==> src/rtl/i2s_rx_pkg.sv <==
package i2s_rx_pkg;

    localparam int PKT_BITS    = 16;
    localparam int SYNC_DEPTH  = 2;

    typedef enum logic [1:0] {
        ST_IDLE   = 2'd0,
        ST_ALIGN  = 2'd1,
        ST_RECV   = 2'd2,
        ST_FINISH = 2'd3
    } rx_state_e;

endpackage

==> src/rtl/i2s_rx_sync.sv <==
module i2s_rx_sync #(
    parameter int WIDTH  = 3,
    parameter int STAGES = 2
) (
    input  logic             clk,
    input  logic             rst_n,
    input  logic [WIDTH-1:0] async_in,
    output logic [WIDTH-1:0] sync_out
);

    for (genvar b = 0; b < WIDTH; b++) begin : g_bit
        logic [STAGES-1:0] chain_q;

        always_ff @(posedge clk or negedge rst_n) begin
            if (!rst_n) begin
                chain_q <= '0;
            end else begin
                chain_q <= {chain_q[STAGES-2:0], async_in[b]};
            end
        end

        assign sync_out[b] = chain_q[STAGES-1];
    end

endmodule

==> src/rtl/i2s_rx_frame.sv <==
module i2s_rx_frame
    import i2s_rx_pkg::*;
#(
    parameter int PKT_W = PKT_BITS
) (
    input  logic             clk,
    input  logic             rst_n,
    input  logic             enable,
    input  logic             sck_s,
    input  logic             ws_s,
    input  logic             sd_s,
    output logic             pkt_valid,
    output logic [PKT_W-1:0] pkt_data,
    output logic             pkt_side
);

    localparam int               CNT_W = $clog2(PKT_W);
    localparam logic [CNT_W-1:0] LAST  = CNT_W'(PKT_W - 1);

    rx_state_e        state_q, state_d;
    logic             sck_d;
    logic             ws_prev;
    logic [CNT_W-1:0] cnt_q;
    logic [PKT_W-1:0] shreg_q;
    logic             side_q;
    logic             pkt_valid_q;
    logic [PKT_W-1:0] pkt_data_q;
    logic             pkt_side_q;

    logic sck_rise;
    logic ws_chg;
    logic collecting;

    assign sck_rise   = sck_s & ~sck_d;
    assign ws_chg     = sck_rise & (ws_s ^ ws_prev);
    assign collecting = (state_q == ST_RECV) || (state_q == ST_FINISH);

    // State register
    always_ff @(posedge clk or negedge rst_n) begin
        if (!rst_n) begin
            state_q <= ST_IDLE;
        end else begin
            state_q <= state_d;
        end
    end

    // Next-state logic
    always_comb begin
        state_d = state_q;
        unique case (state_q)
            ST_IDLE: begin
                if (enable) state_d = ST_ALIGN;
            end
            ST_ALIGN: begin
                if (!enable)     state_d = ST_IDLE;
                else if (ws_chg) state_d = ST_RECV;
            end
            ST_RECV: begin
                if (!enable && ws_chg) state_d = ST_IDLE;
                else if (!enable)      state_d = ST_FINISH;
            end
            ST_FINISH: begin
                if (ws_chg)      state_d = enable ? ST_RECV : ST_IDLE;
                else if (enable) state_d = ST_RECV;
            end
            default: state_d = ST_IDLE;
        endcase
    end

    // Edge tracking and deserialiser (output process)
    always_ff @(posedge clk or negedge rst_n) begin
        if (!rst_n) begin
            sck_d       <= 1'b0;
            ws_prev     <= 1'b0;
            cnt_q       <= '0;
            shreg_q     <= '0;
            side_q      <= 1'b0;
            pkt_valid_q <= 1'b0;
            pkt_data_q  <= '0;
            pkt_side_q  <= 1'b0;
        end else begin
            sck_d       <= sck_s;
            pkt_valid_q <= 1'b0;
            if (sck_rise) begin
                ws_prev <= ws_s;
            end
            if (!collecting) begin
                cnt_q <= '0;
            end else if (sck_rise) begin
                shreg_q <= {shreg_q[PKT_W-2:0], sd_s};
                if (cnt_q == '0 && !ws_chg) begin
                    side_q <= ws_s;
                end
                if (cnt_q == LAST) begin
                    pkt_valid_q <= 1'b1;
                    pkt_data_q  <= {shreg_q[PKT_W-2:0], sd_s};
                    pkt_side_q  <= side_q;
                end
                if (ws_chg || cnt_q == LAST) begin
                    cnt_q <= '0;
                end else begin
                    cnt_q <= cnt_q + 1'b1;
                end
            end
        end
    end

    assign pkt_valid = pkt_valid_q;
    assign pkt_data  = pkt_data_q;
    assign pkt_side  = pkt_side_q;


    pkt_after_rise_chk: assert property (@(posedge clk) disable iff (!rst_n)
        pkt_valid_q |-> $past(sck_rise));


    idle_quiet_chk: assert property (@(posedge clk) disable iff (!rst_n)
        ($past(state_q) == ST_IDLE) |-> !pkt_valid_q);


    align_quiet_chk: assert property (@(posedge clk) disable iff (!rst_n)
        ($past(state_q) == ST_ALIGN) |-> !pkt_valid_q);

endmodule

==> src/rtl/i2s_rx_regs.sv <==
module i2s_rx_regs
    import i2s_rx_pkg::*;
#(
    parameter int PKT_W = PKT_BITS
) (
    input  logic             clk,
    input  logic             rst_n,
    input  logic             pkt_valid,
    input  logic [PKT_W-1:0] pkt_data,
    input  logic             pkt_side,
    input  logic             rd_data,
    input  logic             rd_stat,
    input  logic             full_ie,
    input  logic             err_ie,
    output logic [PKT_W-1:0] rx_data,
    output logic             rx_side,
    output logic             rx_full,
    output logic             rx_ovr,
    output logic             irq
);

    logic [PKT_W-1:0] data_q;
    logic             side_q;
    logic             full_q;
    logic             ovr_q;
    logic             seen_q;
    logic             load;
    logic             lost;

    assign load = pkt_valid & (~full_q | rd_data);
    assign lost = pkt_valid & full_q & ~rd_data;

    always_ff @(posedge clk or negedge rst_n) begin
        if (!rst_n) begin
            data_q <= '0;
            side_q <= 1'b0;
            full_q <= 1'b0;
            ovr_q  <= 1'b0;
            seen_q <= 1'b0;
        end else begin
            if (load) begin
                data_q <= pkt_data;
                side_q <= pkt_side;
                full_q <= 1'b1;
            end else if (rd_data) begin
                full_q <= 1'b0;
            end
            if (lost) begin
                ovr_q  <= 1'b1;
                seen_q <= 1'b0;
            end else if (ovr_q) begin
                if (rd_stat && seen_q) begin
                    ovr_q  <= 1'b0;
                    seen_q <= 1'b0;
                end else if (rd_data) begin
                    seen_q <= 1'b1;
                end
            end
        end
    end

    assign rx_data = data_q;
    assign rx_side = side_q;
    assign rx_full = full_q;
    assign rx_ovr  = ovr_q;
    assign irq     = (full_q & full_ie) | (ovr_q & err_ie);


    ovr_set_chk: assert property (@(posedge clk) disable iff (!rst_n)
        (pkt_valid && full_q && !rd_data) |=> ovr_q);


    keep_old_chk: assert property (@(posedge clk) disable iff (!rst_n)
        (pkt_valid && full_q && !rd_data) |=> $stable(data_q));


    rd_clear_chk: assert property (@(posedge clk) disable iff (!rst_n)
        (rd_data && !pkt_valid) |=> !full_q);


    ovr_hold_chk: assert property (@(posedge clk) disable iff (!rst_n)
        (ovr_q && !rd_stat) |=> ovr_q);


    side_load_chk: assert property (@(posedge clk) disable iff (!rst_n)
        (pkt_valid && !full_q) |=> (side_q == $past(pkt_side)));

endmodule

==> src/rtl/i2s_rx_slave.sv <==
module i2s_rx_slave
    import i2s_rx_pkg::*;
#(
    parameter int PKT_W  = PKT_BITS,
    parameter int STAGES = SYNC_DEPTH
) (
    input  logic             clk,
    input  logic             rst_n,
    input  logic             enable,
    input  logic             full_ie,
    input  logic             err_ie,
    input  logic             rd_data,
    input  logic             rd_stat,
    input  logic             sck,
    input  logic             ws,
    input  logic             sd,
    output logic [PKT_W-1:0] rx_data,
    output logic             rx_side,
    output logic             rx_full,
    output logic             rx_ovr,
    output logic             irq
);

    logic [2:0]       pins_s;
    logic             pkt_valid;
    logic [PKT_W-1:0] pkt_data;
    logic             pkt_side;

    i2s_rx_sync #(
        .WIDTH  (3),
        .STAGES (STAGES)
    ) u_sync (
        .clk      (clk),
        .rst_n    (rst_n),
        .async_in ({sck, ws, sd}),
        .sync_out (pins_s)
    );

    i2s_rx_frame #(
        .PKT_W (PKT_W)
    ) u_frame (
        .clk       (clk),
        .rst_n     (rst_n),
        .enable    (enable),
        .sck_s     (pins_s[2]),
        .ws_s      (pins_s[1]),
        .sd_s      (pins_s[0]),
        .pkt_valid (pkt_valid),
        .pkt_data  (pkt_data),
        .pkt_side  (pkt_side)
    );

    i2s_rx_regs #(
        .PKT_W (PKT_W)
    ) u_regs (
        .clk       (clk),
        .rst_n     (rst_n),
        .pkt_valid (pkt_valid),
        .pkt_data  (pkt_data),
        .pkt_side  (pkt_side),
        .rd_data   (rd_data),
        .rd_stat   (rd_stat),
        .full_ie   (full_ie),
        .err_ie    (err_ie),
        .rx_data   (rx_data),
        .rx_side   (rx_side),
        .rx_full   (rx_full),
        .rx_ovr    (rx_ovr),
        .irq       (irq)
    );

endmodule

==> config.mk <==
export PLATFORM = sky130hd
export DESIGN_NAME = i2s_rx_slave
export DESIGN_NICKNAME = d
export VERILOG_FILES = /design/src/rtl/i2s_rx_pkg.sv /design/src/rtl/i2s_rx_sync.sv /design/src/rtl/i2s_rx_frame.sv /design/src/rtl/i2s_rx_regs.sv /design/src/rtl/i2s_rx_slave.sv
export SDC_FILE = /design/constraint.sdc
export NUM_CORES = 1
export LEC_CHECK = 0
export ABC_CLOCK_PERIOD_IN_PS = 1600
export BUFFER_PORTS_ARGS = -buffer_cell sky130_fd_sc_hd__buf_4
export CAP_MARGIN = 25
export CORE_MARGIN = 5
export CORE_UTILIZATION = 57
export CTS_CLUSTER_DIAMETER = 60
export DETAILED_ROUTE_END_ITERATION = 8
export PLACE_DENSITY_LB_ADDON = 0.05
export SLEW_MARGIN = 10
export SYNTH_ARGS = -nofsm -noshare
export SYNTH_HDL_FRONTEND = slang
export SYNTH_HIERARCHICAL = 1
export SYNTH_SLANG_ARGS = --single-unit
==> constraint.sdc <==
create_clock -name clk -period 1.6 [get_ports clk]
set_input_delay 0.16 -clock clk [delete_from_list [all_inputs] [get_ports clk]]
set_output_delay 0.16 -clock clk [all_outputs]
set_load 0.01 [all_outputs]
==> impl_metrics.yaml <==
outcome:
  outcome: "completed"
hold_path:
  hold_path_end: "u_regs/seen_q$_DFFE_PN0P_"
  hp-start: "rd_data"
  hold_path_class: "input pin to flop"
  whs_path_depth: 3
detailed_routing:
  route.met2.wl_um: 2340
  route.met3.wl_um: 265
  drc: 0
  wl_um: 4590
  dr.first_iter.drc_count: 130
  top_layer_used: "met4"
  ant_nets: 0
  via_per_inst: 5.06
  wl_per_cell_um: 14.2
  first_pass_iters: 4
  met1Wirelength_um: 1890
  via_count: 1633
sta:
  tightest_slew_ns: 0.348
  finalCritPeriodShare: 0.911
  setup_viol: 0
  tns_ns: 0
  grt_setup_unrepaired: "false"
  slew_headroom: 0.768
  fin_worst_skew_ns: 0.00986
  period_needed_ns: 1.46
  slew_violations: 0
  clock.fmax_mhz: 686
  hold-worst-slack_ns: 0.0777
  hold_viol: 0
yosys:
  yosys.area.top_type_share: 0.615
  synthTopCellsByArea: "dfrtp_1 62%, nand2_1 6.8%, mux2_2 6.5%"
  yosysTopAreaCell: "dfrtp_1"
  synth_edf_count: 0
  synth.cell_area_um2: 2770
  synth_flop_cell: "dfrtp_1"
  yosysSeqAreaShare: 0.615
  synth_area_per_cell_um2: 13.3
  syn_inst: 208
  synth_async_sr_flop_share: 1.00
  synth_nets: 220
  ys_ff_latch: 68
  yosysWarnings: 6
  ys_types: 34
clock_tree:
  cts_tree: "yes"
  clk_latency_ns: 0.34
  cts_root_buffer: "clkbuf_8"
  clk_pin_slew_worst_paths_ns: 0.07
  htree_num_levels: 3
  cts.sinks: 68
  cts_resized: 0
  cts-buffers-inserted: 9
  cts_buffer_depth: 2
die:
  die-area_um2: 6340
  pin_count: 30
  fp.dieH_um: 79.7
  die-width_um: 79.7
  start_util: 0.585
  row_count: 25
  core_um2: 4720
finish:
  drive_gt1_frac: 0.336
  fin_nets: 263
  final_area_um2: 3280
  final_cell_mix: "68 x dfrtp_1, 50 x nand2_1, 36 x buf_4"
  final_common_cell: "dfrtp_1"
  area.growth.synth_to_final_pct: 18.5
  num_antenna_cells: 0
grt:
  first_global_vias: 1688
  grt_first_pass_wirelength_um: 7960
  grt_max_degree: 69
  track_usage: 0.168
  antenna_found_initial: 0
  overflow: 0
worst_setup_path:
  critPathKind: "flop to flop"
  cp.required_ns: 1.82
  crit_fanout: 14
  cp-end-kind: "flop"
  crit_path_cell_trace: "ha_1 > nand3_2 > nor2_8 > buf_12 > mux2_1"
  start_kind: "flop"
  critPathMaxStageDelay_ns: 0.36
  crit_arrival_ns: 1.68
  r2r_setup_slack_ns: 0.14
  cpMaxStageDelayCell: "dfrtp_1"
  r2r_cells: 5
  r2r-end: "u_frame/pkt_data[8]$_DFFE_PN0P_"
  timing.rr.start: "u_frame/cnt_q[1]$_DFFE_PN0P_"
placement:
  place_hpwl_um: 3060
  place_congestion: 0.786
  postPlaceCellArea_um2: 3040
  portBuffers: 29
pwr:
  power.leakage_uw: 0.00175
  power.density_nw_per_um2: 1080
  irDropWorstVdd_mv: 0.732
run:
  max-cap-violations: 0
sequential cells by signal, indices dropped and copies added (netlist names):
| name | count |
|---|---|
| u_frame/cnt_q | 4 |
| u_frame/pkt_data | 16 |
| u_frame/pkt_side | 1 |
| u_frame/pkt_valid | 1 |
| u_frame/sck_d | 1 |
| u_frame/shreg_q | 15 |
| u_frame/side_q | 1 |
| u_frame/state_q | 2 |
| u_frame/ws_prev | 1 |
| u_regs/rx_data | 16 |
| u_regs/rx_full | 1 |
| u_regs/rx_ovr | 1 |
| u_regs/rx_side | 1 |
| u_regs/seen_q | 1 |
| u_sync/g_bit.chain_q | 6 |
per-layer routing:
layer  up-vias  global-route usage
met1       804               0.199
li1        780                   -
met2        37               0.266
met3        12              0.0688
met5         -                   0
met4         0              0.0773
area by class of cell:
type | instances | area [µm²]
Clock inverter | 5 | 27.5
Tap cell | 67 | 83.8
Inverter | 6 | 22.5
Sequential cell | 68 | 1700
Clock buffer | 11 | 141
Multi-Input combinational cell | 124 | 948
Timing Repair Buffer | 42 | 350
Fill cell | 351 | 1450
how the worst max path moves through the flow:
stage	slack (ns)	start	cells past startpoint	to
after floorplan	0.11	u_frame/cnt_q[0]$_DFFE_PN0P_	5	u_frame/pkt_data[10]$_DFFE_PN0P_
after global placement	0.13	u_frame/cnt_q[0]$_DFFE_PN0P_	4	u_frame/pkt_data[6]$_DFFE_PN0P_
after detailed placement	0.04	u_frame/cnt_q[1]$_DFFE_PN0P_	4	u_frame/pkt_data[0]$_DFFE_PN0P_
after CTS	0.04	u_frame/cnt_q[1]$_DFFE_PN0P_	4	u_frame/pkt_data[0]$_DFFE_PN0P_
after global routing	0.06	u_frame/cnt_q[1]$_DFFE_PN0P_	5	u_frame/pkt_side$_DFFE_PN0P_
final	0.14	u_frame/cnt_q[1]$_DFFE_PN0P_	5	u_frame/pkt_data[8]$_DFFE_PN0P_
repair_timing:
item                                    4_1_cts  5_1_grt
endpoints found under the setup margin        0       17
setup buffers                                 0        2
hold endpoints to repair                     71        0
hold buffers                                  4        0
where the power goes:
| group | total, µW | internal [µW] | switching (µW) |
|---|---|---|---|
| logic | 367 | 166 | 201 |
| registers | 1970 | 1860 | 111 |
| clock network | 1210 | 593 | 615 |
cells in the mapped netlist (all sizes together), types with 2 or more instances:
master	count
nand3	8
o21ai	6
buf	8
ha	2
inv	6
mux2	36
nor2	3
nand2	51
a21oi	3
dfrtp	68
nand2b	3
clkbuf	2
cells by family (layout without fill, tap and decap cells):
kind of cell | after synthesis | count (layout) | share of synthesized area
AND/OR/NAND/NOR | 72 | 72 | 0.134
flip-flops | 68 | 68 | 0.615
multiplexers | 36 | 36 | 0.160
adder cells (fa/ha/maj) | 2 | 2 | 0.00905
AO/OA/AOI/OAI | 13 | 13 | 0.0294
XOR/XNOR | 1 | 1 | 0.00996
buffers and inverters | 16 | 64 | 0.0416
through the flow:
stage	util	std cells	total power, µW	setup WS (ns)
3_5_place_dp	0.643	301	2360	0.0391
2_1_floorplan	-	208	2230	0.111
5_1_grt	0.694	323	3740	0.0601
6_report	0.694	323	3540	0.142
4_1_cts	0.688	321	3600	0.0370
3_3_place_gp	0.643	301	2330	0.127
critical path, delay by kind of cell, from the launching register on:
family	cells	cell delay, ns
adders and majority gates	1	0.21
DFF	1	0.36
buffers and inverters	1	0.15
muxes	1	0.33
and+or+nand+nor	2	0.29
(Power assumes the default switching activity.)
